$ cat src/rtl/irq_arb_pkg.sv
package irq_arb_pkg;
  localparam int LVL_W          = 5;
  localparam int MASK_W         = 4;
  localparam int FIELD_W        = 4;
  localparam int FIELDS_PER_REG = 4;
  localparam int REG_W          = FIELD_W * FIELDS_PER_REG;

  localparam logic [LVL_W-1:0] NMI_LVL   = 5'd16;
  localparam logic [LVL_W-1:0] DEBUG_LVL = 5'd15;

  localparam int SRC_NMI       = 0;
  localparam int SRC_BRK       = 1;
  localparam int SRC_HDBG      = 2;
  localparam int SRC_ENC       = 3;
  localparam int SRC_FIRST_EXT = 4;

  // The top level can never be masked; all others must beat the mask.
  function automatic logic lvl_accept(input logic [LVL_W-1:0] lvl,
                                      input logic [MASK_W-1:0] mask);
    return (lvl == NMI_LVL) || (lvl > {1'b0, mask});
  endfunction

  // The new mask equals the level, saturated to the 4-bit range.
  function automatic logic [MASK_W-1:0] mask_from_lvl(input logic [LVL_W-1:0] lvl);
    return (lvl >= NMI_LVL) ? {MASK_W{1'b1}} : lvl[MASK_W-1:0];
  endfunction
endpackage

$ cat src/rtl/irq_pin_sync.sv
module irq_pin_sync #(
  parameter int W      = 1,
  parameter int STAGES = 2
) (
  input  logic         clk,
  input  logic         rst_n,
  input  logic [W-1:0] d,
  output logic [W-1:0] q
);
  generate
    if (STAGES == 0) begin : g_bypass
      assign q = d;
    end else begin : g_chain
      logic [STAGES-1:0][W-1:0] stage;
      always_ff @(posedge clk or negedge rst_n) begin
        if (!rst_n) begin
          stage <= '0;
        end else begin
          stage[0] <= d;
          for (int s = 1; s < STAGES; s++) stage[s] <= stage[s-1];
        end
      end
      assign q = stage[STAGES-1];
    end
  endgenerate
endmodule

$ cat src/rtl/irq_prio_regs.sv
module irq_prio_regs
  import irq_arb_pkg::*;
#(
  parameter int NFIELD = 12,
  parameter int AW     = 2
) (
  input  logic                          clk,
  input  logic                          rst_n,
  input  logic                          wr,
  input  logic [AW-1:0]                 addr,
  input  logic [REG_W-1:0]              wdata,
  output logic [REG_W-1:0]              rdata,
  output logic [NFIELD-1:0][FIELD_W-1:0] fields
);
  localparam int NREG = (NFIELD + FIELDS_PER_REG - 1) / FIELDS_PER_REG;

  logic [NREG-1:0][REG_W-1:0] bank;
  logic                       addr_ok;

  assign addr_ok = (int'(addr) < NREG);

  always_ff @(posedge clk or negedge rst_n) begin
    if (!rst_n) begin
      bank <= '0;
    end else if (wr && addr_ok) begin
      bank[addr] <= wdata;
    end
  end

  assign rdata = addr_ok ? bank[addr] : '0;

  for (genvar k = 0; k < NFIELD; k++) begin : g_field
    assign fields[k] = bank[k / FIELDS_PER_REG][(k % FIELDS_PER_REG) * FIELD_W +: FIELD_W];
  end
endmodule

$ cat src/rtl/irq_prio_select.sv
module irq_prio_select
  import irq_arb_pkg::*;
#(
  parameter int NSRC  = 16,
  parameter int VEC_W = 4
) (
  input  logic [NSRC-1:0]             pend,
  input  logic [NSRC-1:0][LVL_W-1:0]  lvl,
  output logic                        win_valid,
  output logic [VEC_W-1:0]            win_idx,
  output logic [LVL_W-1:0]            win_lvl
);
  // Strict comparison while scanning upward keeps the lowest index on ties.
  always_comb begin
    win_lvl = '0;
    win_idx = '0;
    for (int i = 0; i < NSRC; i++) begin
      if (pend[i] && (lvl[i] > win_lvl)) begin
        win_lvl = lvl[i];
        win_idx = VEC_W'(i);
      end
    end
    win_valid = (win_lvl != '0);
  end
endmodule

$ cat src/rtl/irq_level_arbiter.sv
module irq_level_arbiter
  import irq_arb_pkg::*;
#(
  parameter int NUM_EXT     = 4,
  parameter int NUM_PER     = 8,
  parameter int SYNC_STAGES = 2,
  parameter int CFG_AW      = 2
) (
  input  logic                                   clk,
  input  logic                                   rst_n,
  input  logic                                   nmi_pin,
  input  logic                                   brk_req,
  input  logic                                   hdbg_req,
  input  logic [3:0]                             enc_lvl_pin,
  input  logic [NUM_EXT-1:0]                     ext_req,
  input  logic [NUM_PER-1:0]                     per_req,
  input  logic [3:0]                             cpu_mask,
  input  logic                                   cpu_ack,
  output logic                                   cpu_req,
  output logic [$clog2(4+NUM_EXT+NUM_PER)-1:0]   cpu_vec,
  output logic [3:0]                             cpu_mask_new,
  input  logic                                   cfg_wr,
  input  logic [CFG_AW-1:0]                      cfg_addr,
  input  logic [15:0]                            cfg_wdata,
  output logic [15:0]                            cfg_rdata
);
  localparam int NFIELD = NUM_EXT + NUM_PER;
  localparam int NSRC   = SRC_FIRST_EXT + NFIELD;
  localparam int VEC_W  = $clog2(NSRC);
  localparam int SYNC_W = 1 + FIELD_W + NUM_EXT;

  // Synchronised pin group: non-maskable, encoded level, external lines.
  logic [SYNC_W-1:0]   pins_raw, pins_s;
  logic                nmi_s;
  logic [FIELD_W-1:0]  enc_s;
  logic [NUM_EXT-1:0]  ext_s;

  assign pins_raw = {nmi_pin, enc_lvl_pin, ext_req};

  irq_pin_sync #(.W(SYNC_W), .STAGES(SYNC_STAGES)) u_sync (
    .clk   (clk),
    .rst_n (rst_n),
    .d     (pins_raw),
    .q     (pins_s)
  );

  assign {nmi_s, enc_s, ext_s} = pins_s;

  logic [NFIELD-1:0][FIELD_W-1:0] fields;

  irq_prio_regs #(.NFIELD(NFIELD), .AW(CFG_AW)) u_regs (
    .clk    (clk),
    .rst_n  (rst_n),
    .wr     (cfg_wr),
    .addr   (cfg_addr),
    .wdata  (cfg_wdata),
    .rdata  (cfg_rdata),
    .fields (fields)
  );

  // Level assignment per source index.
  logic [NSRC-1:0]            pend;
  logic [NSRC-1:0][LVL_W-1:0] lvl;

  always_comb begin
    pend = '0;
    lvl  = '0;
    pend[SRC_NMI]  = nmi_s;
    lvl[SRC_NMI]   = NMI_LVL;
    pend[SRC_BRK]  = brk_req;
    lvl[SRC_BRK]   = DEBUG_LVL;
    pend[SRC_HDBG] = hdbg_req;
    lvl[SRC_HDBG]  = DEBUG_LVL;
    pend[SRC_ENC]  = (enc_s != '0);
    lvl[SRC_ENC]   = {1'b0, enc_s};
    for (int i = 0; i < NUM_EXT; i++) begin
      pend[SRC_FIRST_EXT + i] = ext_s[i];
      lvl[SRC_FIRST_EXT + i]  = {1'b0, fields[i]};
    end
    for (int j = 0; j < NUM_PER; j++) begin
      pend[SRC_FIRST_EXT + NUM_EXT + j] = per_req[j];
      lvl[SRC_FIRST_EXT + NUM_EXT + j]  = {1'b0, fields[NUM_EXT + j]};
    end
  end

  logic              win_valid;
  logic [VEC_W-1:0]  win_idx;
  logic [LVL_W-1:0]  win_lvl;
  logic              accept;

  irq_prio_select #(.NSRC(NSRC), .VEC_W(VEC_W)) u_sel (
    .pend      (pend),
    .lvl       (lvl),
    .win_valid (win_valid),
    .win_idx   (win_idx),
    .win_lvl   (win_lvl)
  );

  assign accept = win_valid && lvl_accept(win_lvl, cpu_mask);

  // CPU handshake: latch on accept, hold until acknowledged.
  always_ff @(posedge clk or negedge rst_n) begin
    if (!rst_n) begin
      cpu_req      <= 1'b0;
      cpu_vec      <= '0;
      cpu_mask_new <= '0;
    end else if (cpu_req) begin
      if (cpu_ack) cpu_req <= 1'b0;
    end else if (accept) begin
      cpu_req      <= 1'b1;
      cpu_vec      <= win_idx;
      cpu_mask_new <= mask_from_lvl(win_lvl);
    end
  end
endmodule

$ cat config.mk
export PLATFORM = sky130hd
export DESIGN_NAME = irq_level_arbiter
export DESIGN_NICKNAME = d
export VERILOG_FILES = /design/src/rtl/irq_arb_pkg.sv /design/src/rtl/irq_pin_sync.sv /design/src/rtl/irq_prio_regs.sv /design/src/rtl/irq_prio_select.sv /design/src/rtl/irq_level_arbiter.sv
export SDC_FILE = /design/constraint.sdc
export NUM_CORES = 1
export LEC_CHECK = 0
export BUFFER_PORTS_ARGS = -buffer_cell sky130_fd_sc_hd__buf_4
export CELL_PAD_IN_SITES_DETAIL_PLACEMENT = 1
export CELL_PAD_IN_SITES_GLOBAL_PLACEMENT = 1
export CORE_MARGIN = 1
export CORE_UTILIZATION = 40
export CTS_BUF_LIST = sky130_fd_sc_hd__clkbuf_2
export CTS_CLUSTER_DIAMETER = 150
export DETAILED_ROUTE_END_ITERATION = 10
export PLACE_DENSITY = 0.77
export SLEW_MARGIN = 10
export SYNTH_ARGS = -nofsm -noshare
export SYNTH_HDL_FRONTEND = slang
export SYNTH_SLANG_ARGS = --single-unit
$ cat constraint.sdc
create_clock -name clk -period 26.5 [get_ports clk]
set_input_delay 2.65 -clock clk [delete_from_list [all_inputs] [get_ports clk]]
set_output_delay 2.65 -clock clk [all_outputs]
set_load 0.01 [all_outputs]
# Word-level counts from Yosys, hierarchy flattened
# Cells that the tools add are included.
[word_totals]
word_cells = 93
output_inout_bits = 25
ff_bits = 75
inputBits = 45
[classes]
bitwise_logic = 1
eq_ne = 1
magnitude_cmp = 20
n_reduce_logical = 22
n_mux = 41
[op_table]
columns = ["cell", "n"]
rows = [
  ["5-bit two-way mux", 16],
  ["4-bit by 5-bit greater-than comparator with 1-bit output", 13],
  ["48-bit bitwise mux", 1],
  ["16-bit two-way mux", 3],
  ["4-bit two-way mux", 9],
  ["16-bit binary-select mux with 2-bit select", 1],
  ["16-bit demux with 2-bit select", 1],
  ["1-bit logical AND", 18],
  ["3-bit two-way mux", 4],
  ["4-bit by 5-bit greater-than comparator with 1-bit output (first input constant)", 2],
  ["5-bit == test (second input constant)", 1],
  ["5-bit greater-or-equal comparator (second input constant)", 1],
  ["5-bit by 4-bit greater-than comparator with 1-bit output", 1],
  ["5-bit nonzero test", 1],
  ["1-bit two-way mux", 4],
  ["2-bit two-way mux", 2],
  ["4-bit nonzero test", 1],
  ["2-bit by 3-bit less-than comparator with 1-bit output (second input constant)", 1],
  ["2-bit by 1-bit greater-or-equal comparator with 1-bit output (second input constant)", 1],
  ["2-bit less-than comparator (second input constant)", 1],
  ["2-bit AND reduction", 1],
  ["1-bit logical OR", 1],
  ["1-bit NOT", 1],
]

# Depth between registers and ports, before layout
# Gate-level depths: netlist (run 1).
[logic_depth]
ltp_word = 51
ltp_mapped = 125
depth_no_buf = 121

# Modules after synthesis
# Synthesis (run 1) repeated with hierarchy kept, for this count alone.
[unflattened]
cells_unflattened = 765
hier_area_um2 = 7110.6
[modules_own_cells]
columns = ["mod", "area_each_um2", "n_inst", "cells_each"]
rows = [
  ["irq_prio_select", 3926.3, 1, 552],
  ["irq_prio_regs", 2165.8, 1, 141],
  ["irq_pin_sync", 518.0, 1, 27],
  ["irq_level_arbiter", 500.5, 1, 45],
]

# Worst setup path before layout (run 1)
# No wires, ideal clock.
[synth_path]
kind = "input port to flip-flop"
from = "in brk_req"
to = "reg cpu_mask_new[1]"
t_arrival_ns = 23.961
cell_stages = 112
required_ns = 26.380
setup_slack_ns = 2.418
cell_sequence = "nor2_1 -> nor2_1 -> ha_1 -> nor2_1 -> a2111oi_0 -> nor2_1 -> a21o_1 -> ha_1 -> nand4b_1 -> a21o_1 -> a21oi_1 -> nor2_1 -> nor2_1 -> a21oi_1 -> ha_1 -> nand2b_1 -> a211o_1 -> o2111ai_1 -> [... 76 more ...] -> inv_1 -> mux2_2 -> ha_1 -> and3_1 -> and3_1 -> a211oi_1 -> o21ai_1 -> nand2_1 -> o21ai_0 -> ha_1 -> nor2b_1 -> o21ai_0 -> nand2b_1 -> a21oi_1 -> a41o_1 -> or4_4 -> buf_6 -> o211a_1"
[synth_between]
elab_chain_cells = 48
elab_cells_between_ends = 52
[synth_lines]
columns = ["item", "line_no", "text"]
rows = [
  ["start: declaration", "irq_level_arbiter.sv:12", "input logic brk_req,"],
  ["1-bit logical AND (*)", "irq_prio_select.sv:18", "if (pend[i] && (lvl[i] > win_lvl)) begin"],
  ["5-bit two-way mux (*)", "irq_prio_select.sv:18", ""],
  ["4-bit by 5-bit greater-than comparator with 1-bit output", "irq_prio_select.sv:18", ""],
  ["1-bit logical AND", "irq_prio_select.sv:18", ""],
  ["5-bit two-way mux (*)", "irq_prio_select.sv:18", ""],
  ["4-bit by 5-bit greater-than comparator with 1-bit output", "irq_prio_select.sv:18", ""],
  ["1-bit logical AND", "irq_prio_select.sv:18", ""],
  ["5-bit two-way mux (*)", "irq_prio_select.sv:18", ""],
  ["[... 32 more ...]", "n/a", ""],
  ["5-bit two-way mux (*)", "irq_prio_select.sv:18", ""],
  ["4-bit by 5-bit greater-than comparator with 1-bit output", "irq_prio_select.sv:18", ""],
  ["1-bit logical AND", "irq_prio_select.sv:18", ""],
  ["5-bit two-way mux (*)", "irq_prio_select.sv:18", ""],
  ["5-bit by 4-bit greater-than comparator with 1-bit output / 5-bit == test (equally long branches)", "irq_arb_pkg.sv:20", "return (lvl == NMI_LVL) || (lvl > {1'b0, mask});"],
  ["1-bit logical OR", "irq_arb_pkg.sv:20", ""],
  ["1-bit logical AND", "irq_level_arbiter.sv:99", "assign accept = win_valid && lvl_accept(win_lvl, cpu_mask);"],
  ["2-bit AND reduction (no source line)", "n/a", ""],
  ["end signal: assignment", "irq_level_arbiter.sv:112", "cpu_mask_new <= mask_from_lvl(win_lvl);"],
  ["end: declaration", "irq_level_arbiter.sv:21", "output logic [3:0] cpu_mask_new,"],
]
# Every way passes the cells marked *; elsewhere a longest branch is shown, timed or not.
# A chain may end at the register's enable or synchronous reset.

# Final worst setup path (run 1)
[layout_path]
from = "in brk_req"
to = "reg cpu_vec[2]"
[layout_between]
elab_chain_cells = 48
elab_cells_between_ends = 62
[layout_lines]
columns = ["item", "line_no", "text"]
rows = [
  ["1-bit logical AND (*)", "irq_prio_select.sv:18", ""],
  ["5-bit two-way mux (*)", "irq_prio_select.sv:18", ""],
  ["4-bit by 5-bit greater-than comparator with 1-bit output", "irq_prio_select.sv:18", ""],
  ["1-bit logical AND", "irq_prio_select.sv:18", ""],
  ["5-bit two-way mux (*)", "irq_prio_select.sv:18", ""],
  ["4-bit by 5-bit greater-than comparator with 1-bit output", "irq_prio_select.sv:18", ""],
  ["1-bit logical AND", "irq_prio_select.sv:18", ""],
  ["5-bit two-way mux (*)", "irq_prio_select.sv:18", ""],
  ["[... 32 more ...]", "n/a", ""],
  ["5-bit two-way mux", "irq_prio_select.sv:18", ""],
  ["4-bit by 5-bit greater-than comparator with 1-bit output", "irq_prio_select.sv:18", ""],
  ["1-bit logical AND", "irq_prio_select.sv:18", ""],
  ["5-bit two-way mux", "irq_prio_select.sv:18", ""],
  ["5-bit by 4-bit greater-than comparator with 1-bit output / 5-bit == test (equally long branches)", "irq_arb_pkg.sv:20", ""],
  ["1-bit logical OR", "irq_arb_pkg.sv:20", ""],
  ["1-bit logical AND", "irq_level_arbiter.sv:99", ""],
  ["2-bit AND reduction (no source line)", "n/a", ""],
  ["end signal: assignment", "irq_level_arbiter.sv:111", "cpu_vec <= win_idx;"],
  ["end: declaration", "irq_level_arbiter.sv:20", "output logic [$clog2(4+NUM_EXT+NUM_PER)-1:0] cpu_vec,"],
]
# Marked as above.

==> results.md, run 1 <==
Logic synthesis:
- After synthesis, the largest area contributor takes up 30.6% of total cell area.
- The cell accounting for the most synthesized area is dfrtp_1.
- The post-synth design cell area is between 6000 and 7000 sq um.
- The Yosys step of the flow raised 0 warnings.
- In this run, synthesis produced a sequential element count of 75.
- The predominant post-synthesis flop cell is dfrtp_1.
- The cell count after synthesis is just under 700.
- The share of synthesized flip-flops with an asynchronous set or reset is 100%.
- The number of distinct library cell variants in the gate-level netlist after synthesis is 76.
- Ranked by total cell area, the synthesized netlist is headed by dfrtp_1, mux2_2, ha_1, mux2i_1, inv_1.
- A synthesized cell averages 8.81 sq um.
- Counting flops with a built-in enable in the synthesized netlist gives 0.
- The number of nets in the synthesized netlist is between 700 and 800.
- The share of the Yosys chip area taken by registers is a little over 30%.

Layout:
- In the layout the commonest cells are buf_4, dfrtp_1, inv_1.
- The finished cells cover 7240 sq um.
- The area growth from synthesis to layout is 18.2%.
- The repair_antennas step left the layout with diodes totalling 0.
- The final net count is approximately 860.
- The utilization after layout is approximately half.
- The share of cells above drive strength 1 is about 28%.
- The commonest non-fill, non-tap cell in the layout is buf_4.

Setup path:
- The slowest cell on the critical path is or4_4.
- The endpoint required time on the critical path is approximately 27000 ps.
- STA classifies the critical path startpoint as an input port.
- STA classifies the critical path endpoint as a register.
- The internal reg-to-reg setup slack is 3120 ps.
- Counting stages on the worst path, the most repeated cell is ha_1.
- The category of the most critical setup path is input port to register.
- STA puts the critical path data arrival time at roughly 26000 ps.
- The biggest fanout along the worst timing path is 7.
- The critical path's largest stage delay is roughly 550 ps.

Clock tree:
- The clock net sink count is between 70 and 80.
- The clock insertion delay at the later pin of the skew report is ~530 ps.
- Counting the buffers created by CTS gives 9.
- The clock slew seen by the registers of the worst setup and hold paths is around 210 ps.
- In this run the clock root is driven by a clkbuf_2.
- The CTS tree is done.
- The H-tree depth is 3.
- The total of hold buffers inserted after clock tree synthesis is 0.
- The maximum buffer depth of the clock tree is 2.

Floorplanning:
- 70 I/O pins were placed.
- The horizontal extent of the die is approximately 130 um.
- The die area is around 16000 sq um.
- The starting density of the core is about two fifths.
- The core region is 14800 sq um.
- Measured along the y axis, the die boundary spans approximately 130 um.
- The number of rows created at floorplan is 44.

Detailed routing:
- Before antenna repair, the detailed router went through 4 iterations.
- The average via count per standard cell is ~5.9.
- In the routed design, unresolved DRC markers number 0.
- The detailed router placed roughly 5700 vias in this run.
- The average wire length per cell after detail routing is between 20 and 25 um.
- Once detail routing completed, the nets flagged for antenna violations numbered 0.
- For this block, the routed nets add up to 19700 um of wire.
- In this run, the number of DRC markers left after iteration 0 of detailed routing was ~320.

Power:
- The worst-case IR drop observed on VDD is 0.0476 mV.
- Combinational cells account for between 70% and 80% of the total power.
- For this design the static power due to leakage is roughly 3.4 nW.
- The power spent charging and discharging nets is around 0.00039 W.
- The sequential group share of total power is around a fifth.
- In this run the power density over the cells is around 110 nW/um^2.
- In this run switching power makes up between 40 and 50% of total power.
- The share of total power dissipated in the clock network is about 7.9%.
- The total internal power is between 0.0004 and 0.0005 W.
- Overall power consumption after layout is estimated at approximately 0.0008 W.

Timing:
- The count of endpoints failing setup in the final report is 0.
- The final sum of negative setup slack is 0 ps.
- The worst path in the final design needs a cycle of between 20000 and 30000 ps, including I/O delays and setup.
- The fmax is approximately 40 MHz.
- The transition time at the pin with the least slew margin is 969 ps.
- The number of failing hold endpoints at the final stage is 0.
- Of the available clock period, the critical path in the final layout requires 95.6%.
- The count of pins over their slew limit is 0.
- For the final database, setup skew stands at between 15 and 20 ps.
- In this run the tightest slew margin relative to its limit is a little over a third.

Placed design:
- The post-placement cell area is between 6000 and 7000 sq um.
- The count of buffers inserted at the top-level ports is 69.
- The final weighted congestion in routability-driven placement is slightly below 0.9.
- The wire-length estimate of the detail-placed layout is 15200 um.

GRT:
- The first global-routing pass estimated 31000 um of wire.
- The number of global-route vias before repair was 5976.
- The leftover overflow at the end of global routing is 0.
- The initial antenna violation count is 0.
- Entering global routing, the biggest net connects between 70 and 80 pins.
- The total global routing track utilization is 25.0%.

Min path:
- The worst hold-check path type is register to register.

Run:
- Across the run, the number of max-cap violations was 0.

Status:
- The flow ran to the end, and the final reports show no timing, DRC or antenna violations.
## stage by stage
| step | hold WS [ps] | instances | worst slack, ps |
|---|---|---|---|
| 4_1_cts | 361 | 955 | 0.519 |
| 5_1_grt | 365 | 965 | -160 |
| 3_3_place_gp | 331 | 939 | 138 |
| 3_5_place_dp | 336 | 939 | -558 |
| 6_report | 361 | 965 | 1150 |
| 2_1_floorplan | 331 | 695 | 2420 |
## area by class of cell
| class | instances | area [sq um] |
|---|---|---|
| repair buffers | 98 | 736 |
| clock inverters | 6 | 56.3 |
| inverters | 65 | 244 |
| multi-input cells | 527 | 4050 |
| clock buffers | 10 | 50.0 |
| flip-flops and latches | 75 | 1880 |
| fillers | 1751 | 7520 |
| well taps | 184 | 230 |
## layer usage
metal	track usage, %	share of wire (%)	up-vias
met5	0	0	-
met4	6.89	2.0	0
met3	3.57	3.8	29
met2	44.3	51	140
met1	31.6	43	2877
li1	-	-	2695
## synth_stat cells (9+ instances only)
library cell	number
inv_1	64
a21oi_1	35
clkbuf_1	22
nor2b_1	9
and3_1	16
ha_1	41
nor3_1	17
nand3_1	14
nor2_1	52
o21ai_0	39
o21a_1	9
dfrtp_1	75
mux2i_1	31
mux2_2	55
a211oi_1	10
nand2_1	61
## path summary, 6_finish.rpt
path                                                        start                                end  cells past startpoint
worst max register to register              u_sync.q[8]$_DFF_PN0_             cpu_vec[2]$_DFFE_PN0P_                    107
worst min register to register  u_sync.g_chain.stage[8]$_DFF_PN0_              u_sync.q[8]$_DFF_PN0_                      0
max in group asynchronous                                   rst_n       u_regs.fields[3]$_DFFE_PN0P_                      1
worst min-delay path            u_sync.g_chain.stage[8]$_DFF_PN0_              u_sync.q[8]$_DFF_PN0_                      0
min in group asynchronous                                   rst_n  u_sync.g_chain.stage[4]$_DFF_PN0_                      1
worst max-delay path                                      brk_req             cpu_vec[2]$_DFFE_PN0P_                    109
## cells by family (layout without fill, tap and decap cells)
family,after synthesis,count (layout),share of synthesized area [%]
buffers and inverters,93,179,6.09
AO/OA/AOI/OAI,173,173,20.1
flip-flops,75,75,30.6
AND/OR/NAND/NOR,218,218,18.1
XOR/XNOR,6,6,0.858
adder cells (fa/ha/maj),42,42,8.54
multiplexers,88,88,15.7
## power by group through the flow
| stage | clock [W] | combinational, W | sequential (W) |
|---|---|---|---|
| after floorplan | 0 | 0.000378 | 0.000156 |
| after global placement | 0 | 0.000508 | 0.000169 |
| after detailed placement | 0 | 0.000538 | 0.000171 |
| after CTS | 0.0000651 | 0.000542 | 0.000168 |
| after global routing | 0.0000698 | 0.000634 | 0.000172 |
| final | 0.0000635 | 0.000573 | 0.000170 |
## timing repair
action,in CTS,in global routing
buffers inserted,0,10
pin swaps,0,6
resized for setup,1,34
setup endpoints to repair,9,9
## registers in the layout, summed over array words and instances (netlist names)
signal                cells
cpu_req                   1
u_regs.fields            48
cpu_vec                   4
cpu_mask_new              4
u_sync.q                  9
u_sync.g_chain.stage      9
## critical path: cells and delay by family
kind            cells  cell delay [ps]
simple gates       42             8380
mux                10             2970
fa+ha+maj          14             3930
compound gates     32             6570
buf+inv            11             1240
Note: power is estimated with default switching activity, not from simulation.
==> inputs of run 2 (changes only) <==
PLACE_DENSITY = default   (was 0.77)
PLACE_DENSITY_LB_ADDON = 0.15   (was default)
SKIP_LAST_GASP = 1   (was default)
TNS_END_PERCENT = 5   (was default)
==> results.md, run 2 (synthesis gave the netlist of run 1 again) <==
Setup path:
- On the critical path, the stage with the largest delay is an instance of or4_4.
- The critical path's largest stage delay is 570 ps (+20 ps).
- The start point of the critical path is brk_req.
- The biggest fanout along the worst timing path is 8 (+1).
- The total stage count of the critical path is 111 (+1.8%).
- The number of buffers and inverters on the critical path is 11 (unchanged).
- The start of the worst register-to-register path is u_sync.q[8]$_DFF_PN0_.
- STA classifies the critical path startpoint as an input port.
- The endpoint required time on the critical path is 27010 ps (+50 ps).
- The cell type with the highest occurrence count on the critical path is ha_1.
- The dominant delay contributor by cell family on the critical path is simple AND/OR/NAND/NOR gates.
- The cell count of the worst reg-to-reg path is 105 (-1.9%).
- The category of the most critical setup path is input port to register.
- The arrival time reported for the critical path endpoint came to 25740 ps (-60 ps).
- STA classifies the critical path endpoint as a register.

Layout:
- The final net count was 851 (-1.3%).
- The flip-flop count of the largest register after layout is 48 (unchanged).
- The share of cells above drive strength 1 is 27.4% (-0.73 points).
- The top cell types in the final layout, fill and taps aside, are buf_4, dfrtp_1, inv_1.
- Leaving out fill and tap cells, the most frequent cell in the layout is buf_4.
- The total of fill cells in the finished design is 1727 (-1.4%).
- The number of antenna cells inserted is 0 (unchanged).
- The cell area after layout is 7140 sq um (-1.3%).
- The area growth from synthesis to layout is 16.7%.

Clock tree:
- The H-tree depth is 3 (unchanged).
- The clock insertion delay at the later pin of the skew report is 580 ps (+50 ps).
- TritonCTS built the clock tree.
- The clock net sink count is 75 (unchanged).
- The maximum buffer depth of the clock tree is 2 (unchanged).
- The clock slew seen by the registers of the worst setup and hold paths was 240 ps (+30 ps).
- Clock tree synthesis selected as its root buffer the cell clkbuf_2.
- The number of clock buffers inserted by TritonCTS was 9 (unchanged).

GRT:
- The total global routing track utilization is 25.3% (+0.27 points).
- The global-route wire length before repair came to 30900 um (-0.34%).
- The largest net degree at the start of global routing is 76 (unchanged).
- The leftover overflow at the end of global routing is 0 (unchanged).
- The initial antenna violation count came to 0 (unchanged).
- The number of global-route vias before repair was 5727 (-4.2%).

Detailed routing:
- The average via count per standard cell is 5.92 (-0.56%).
- The routed wire length was 19800 um (+0.57%).
- The violation count after the first detailed-route iteration is 252 (-20%).
- The average wire length per cell after detail routing was 20.8 um (+1.8%).
- The detailed-routing iteration count for the pre-antenna-repair pass is 4 (unchanged).
- The routed via count was 5638 (-1.8%).
- The count of unresolved DRC violations after routing is 0 (unchanged).
- The number of nets with antenna violations after routing was 0 (unchanged).

Power:
- The leakage power is 3.30 nW (-2.0%).
- The highest ir drop seen on vdd is 0.0326 mV (-32%).
- The power density over the cells is 109 nW/um^2 (-1.8%).

Timing:
- The minimum clock period came to 25240 ps (-111 ps).
- The relative slew slack is 31.6% (-3.7 points).
- The count of pins over their slew limit was 0 (unchanged).
- The transition time at the pin with the least slew margin was 1020 ps (+53.2 ps).
- The final sum of negative setup slack was 0 ps (unchanged).
- The share of the clock period used by the worst path after layout is 95.2% (-0.42 points).
- The fmax is 39.6 MHz (+0.44%).
- The number of failing hold endpoints at the final stage is 0 (unchanged).
- The count of endpoints failing setup in the final report came to 0 (unchanged).
- The smallest hold slack is 367 ps (+5.42 ps).
- The post-route clock skew is 46.8 ps (+29.5 ps).

Floorplanning:
- The starting density of the core came to 41.5% (unchanged).
- The die area is 15800 sq um (unchanged).
- The vertical extent of the die is 126 um (unchanged).
- The number of rows created at floorplan is 44 (unchanged).
- The I/O pin count was 70 (unchanged).
- The total core area is 14800 sq um (unchanged).
- The horizontal extent of the die is 126 um (unchanged).

Placed design:
- The count of buffers inserted at the top-level ports was 69 (unchanged).
- The final weighted congestion in routability-driven placement is 0.962 (+10%).
- The post-placement cell area was 6800 sq um (-1.3%).
- The placed wire-length estimate after detailed placement came to 15500 um (+1.7%).

Status:
- The run finished with clean final reports.

Run:
- The number of maximum-capacitance constraint violations is 0 (unchanged).

Min path:
- The worst hold path begins at u_sync.g_chain.stage[0]$_DFF_PN0_.
- The tightest min-delay check is of the register to register type.
- The depth of the worst hold-timing path is 0 (unchanged).
## run 2: changes by cell type in the layout (fill, tap and decap cells not counted), sizes merged
| cell | change |
|---|---|
| buf | -11 |
| clkbuf | -1 |
| clkinv | -1 |
| inv | +1 |
## run 2: power by group
group / internal, W / total [W] / leakage [nW] / switching, W
registers: 0.000137 / 0.000171 / 0.887 / 0.0000340
clock network: 0.0000214 / 0.0000672 / 0.0681 / 0.0000458
logic: 0.000238 / 0.000543 / 2.35 / 0.000305
total: 0.000396 / 0.000781 / 3.30 / 0.000385
## run 2: cell type report
cell class	instances	area [sq um]	area share, %
multi-input cells	527	4030	56.4
flip-flops and latches	75	1880	26.3
repair buffers	87	653	9.14
inverters	65	244	3.42
well taps	184	230	3.22
clock inverters	6	65.1	0.911
clock buffers	9	45.0	0.631
## run 2: through the flow
stage / total power (W) / worst slack, ps / util (%) / cells
global route: 0.000844 / -47.1 / 48.4 / 953
floorplan: 0.000534 / 2420 / - / 695
detailed placement: 0.000681 / -871 / 46.1 / 927
finish: 0.000781 / 1260 / 48.4 / 953
CTS: 0.000751 / 42.1 / 46.9 / 942
global placement: 0.000650 / 205 / 46.1 / 927
## run 2: final timing paths
check	endpoint	slack [ps]
max	cpu_vec[1]$_DFFE_PN0P_	1260
min	u_sync.q[0]$_DFF_PN0_	370
max reg2reg	cpu_vec[1]$_DFFE_PN0P_	2430
min reg2reg	u_sync.q[0]$_DFF_PN0_	370
max in group asynchronous	u_regs.fields[21]$_DFFE_PN0P_	23650
min in group asynchronous	u_sync.q[2]$_DFF_PN0_	2180
## run 2: layer usage
metal | up-vias | GRT usage (%) | part of all wire (%)
li1 | 2665 | - | -
met1 | 2846 | 32.4 | 45
met2 | 98 | 44.5 | 49
met3 | 29 | 2.68 | 3.1
met4 | 0 | 7.89 | 2.1
met5 | - | 0 | 0
## run 2: repair_timing
| item | in CTS | in global routing |
|---|---|---|
| buffers inserted | 0 | 11 |
| endpoints found under the hold margin | 0 | 0 |
| hold buffers | 0 | 0 |
| setup endpoints to repair | 9 | 9 |
| gates resized for setup | 4 | 30 |
| pin swaps | 0 | 7 |
==> inputs of run 3 (changes only) <==
CORE_UTILIZATION = 33   (was 40)
==> results.md, run 3 (synthesis gave the netlist of run 1 again) <==
Status:
- The flow ran to the end, but the final reports show violations.
- The final reports fail on DRC.

Setup path:
- The slowest cell on the critical path is or4_4.
- The cell that appears most often on the critical path is ha_1.
- The startpoint kind of the worst setup timing path is an input port.
- The startpoint identified for the worst register-to-register timing path is u_sync.q[8]$_DFF_PN0_.
- The cell count of the worst reg-to-reg path was 105 (unchanged).
- The start point of the critical path is brk_req.
- The biggest fanout along the worst timing path is 7 (-1).
- The endpoint required time on the critical path is 26950 ps (-60 ps).
- The internal reg-to-reg setup slack came to 2590 ps (+160 ps).
- The endpoint of the most critical register-to-register path is cpu_vec[2]$_DFFE_PN0P_.
- The arrival time reported for the critical path endpoint is 25600 ps (-140 ps).
- The worst setup path is captured at a register.
- The worst setup path is of the input port to register kind.
- The critical path's largest stage delay is 570 ps (about the same).

Detailed routing:
- The violation count after the first detailed-route iteration is 233 (-7.5%).
- The detailed-routing iteration count for the pre-antenna-repair pass was 8 (+4).
- The average via count per standard cell came to 5.58 (-5.7%).
- The average wire length per cell after detail routing came to 20.1 um (-3.0%).
- The routed wire length is 20200 um (+2.2%).
- The routed via count is 5600 (-0.67%).
- The number of nets with antenna violations after routing came to 0 (unchanged).
- The count of unresolved DRC violations after routing is 10 (+10).

Timing:
- The transition time at the pin with the least slew margin is 976 ps (-46.8 ps).
- The count of endpoints failing setup in the final report is 0 (unchanged).
- The post-route clock skew is 25.3 ps (-21.5 ps).
- The number of failing hold endpoints at the final stage is 0 (unchanged).
- The final sum of negative setup slack was 0 ps (unchanged).
- The count of pins over their slew limit was 0 (unchanged).
- The fmax is 39.8 MHz (+0.34%).
- The share of the clock period used by the worst path after layout is 94.9% (-0.33 points).
- The relative slew slack was 35.0% (+3.3 points).
- The minimum clock period is 25150 ps (-86.6 ps).

Layout:
- The library cell used most frequently in the layout, excluding fill and tap cells, is buf_4.
- The final net count is 856 (+0.59%).
- The number of antenna cells inserted is 0 (unchanged).
- The share of cells above drive strength 1 came to 28.0% (+0.56 points).
- Compared with the post-synthesis result, the final layout area differs by 18.3%.
- The flip-flop count of the largest register after layout was 48 (unchanged).
- In the layout the commonest cells are buf_4, dfrtp_1, inv_1.

Clock tree:
- Clock tree synthesis selected as its root buffer the cell clkbuf_2.
- The clock net sink count came to 75 (unchanged).
- The clock insertion delay at the later pin of the skew report was 530 ps (-50 ps).
- The total of hold buffers inserted after clock tree synthesis is 0 (unchanged).
- The maximum buffer depth of the clock tree was 2 (unchanged).
- The clock slew seen by the registers of the worst setup and hold paths is 230 ps (about the same).
- The H-tree depth is 3 (unchanged).
- The CTS tree is done.
- The number of clock buffers inserted by TritonCTS is 9 (unchanged).

Placed design:
- The final weighted congestion in routability-driven placement was 0.856 (-11%).
- The placed wire-length estimate after detailed placement was 16000 um (+3.7%).
- The count of buffers inserted at the top-level ports is 69 (unchanged).

Floorplanning:
- The starting density of the core was 33.9% (-7.6 points).
- The vertical extent of the die came to 138 um (+9.9%).
- The die area was 19100 sq um (+21%).
- The total core area is 18100 sq um (+23%).
- The horizontal extent of the die was 138 um (+9.9%).
- The number of rows created at floorplan is 49 (+11%).
- The I/O pin count was 70 (unchanged).

Power:
- The power density over the cells came to 110 nW/um^2 (+0.42%).
- The highest ir drop seen on vdd came to 0.0338 mV (+3.8%).
- The leakage power is 3.34 nW (+1.0%).
- The final total power is 0.000796 W (+1.8%).

GRT:
- The number of global-route vias before repair is 5847 (+2.1%).
- The initial antenna violation count is 0 (unchanged).
- The global-route wire length before repair is 32100 um (+4.2%).
- The total global routing track utilization is 21.4% (-3.8 points).
- The leftover overflow at the end of global routing is 0 (unchanged).
- The largest net degree at the start of global routing is 76 (unchanged).

Min path:
- The worst hold-check path type is register to register.
- For hold timing, the worst endpoint is u_sync.q[5]$_DFF_PN0_.
- The startpoint identified for the worst hold timing path is u_sync.g_chain.stage[5]$_DFF_PN0_.
- The depth of the worst hold-timing path is 0 (unchanged).

Run:
- The number of maximum-capacitance constraint violations is 0 (unchanged).
## run 3: what timing repair did
item,in CTS,in global routing
pin swaps,0,5
setup endpoints to repair,9,9
endpoints found under the hold margin,0,0
gates resized for setup,4,29
setup buffers,0,12
## run 3: metal layers
layer / vias up / GRT usage (%) / part of all wire, %
met4: 0 / 3.78 / 0.68
met3: 10 / 1.97 / 2.3
li1: 2673 / - / -
met5: - / 0 / 0
met2: 66 / 39.1 / 51
met1: 2851 / 27.8 / 46
## run 3: final cells by class
class	instances	area, sq um
Inverter	65	244
Timing Repair Buffer	92	691
Fill cell	2138	10800
Clock buffer	9	45.0
Clock inverter	7	92.6
Multi-Input combinational cell	527	4010
Tap cell	229	287
Sequential cell	75	1880
## run 3: power by group
| part | internal, W | switching [W] |
|---|---|---|
| combinational | 0.000244 | 0.000306 |
| sequential | 0.000137 | 0.0000338 |
| clock | 0.0000308 | 0.0000439 |
## run 3: how the worst max path moves through the flow
stage               depth (start not counted)  slack, ps                          end
finish                                    111       1350       cpu_vec[2]$_DFFE_PN0P_
CTS                                       111          5       cpu_vec[2]$_DFFE_PN0P_
floorplan                                 112       2420  cpu_mask_new[1]$_DFFE_PN0P_
global placement                          111       -220       cpu_vec[2]$_DFFE_PN0P_
detailed placement                        111       -870       cpu_vec[3]$_DFFE_PN0P_
global route                              115        -30       cpu_vec[0]$_DFFE_PN0P_
## run 3: critical path: cells and delay by family
kind | cells | cell delay [ps]
AND/OR/NAND/NOR | 42 | 8360
adder cells (fa/ha/maj) | 14 | 3790
multiplexers | 10 | 2850
buffers and inverters | 10 | 880
AO/OA/AOI/OAI | 35 | 6990
## run 3: stage by stage
stage	worst slack [ps]	utilization (%)	hold slack [ps]	std cells	cell area [sq um]
finish	1350	40.1	377	1004	7240
global route	-28.3	40.1	373	1004	7240
CTS	4.83	38.9	382	992	7030
detailed placement	-869	38.1	336	976	6890
global placement	-217	38.1	334	976	6890
floorplan	2420	-	331	695	6120
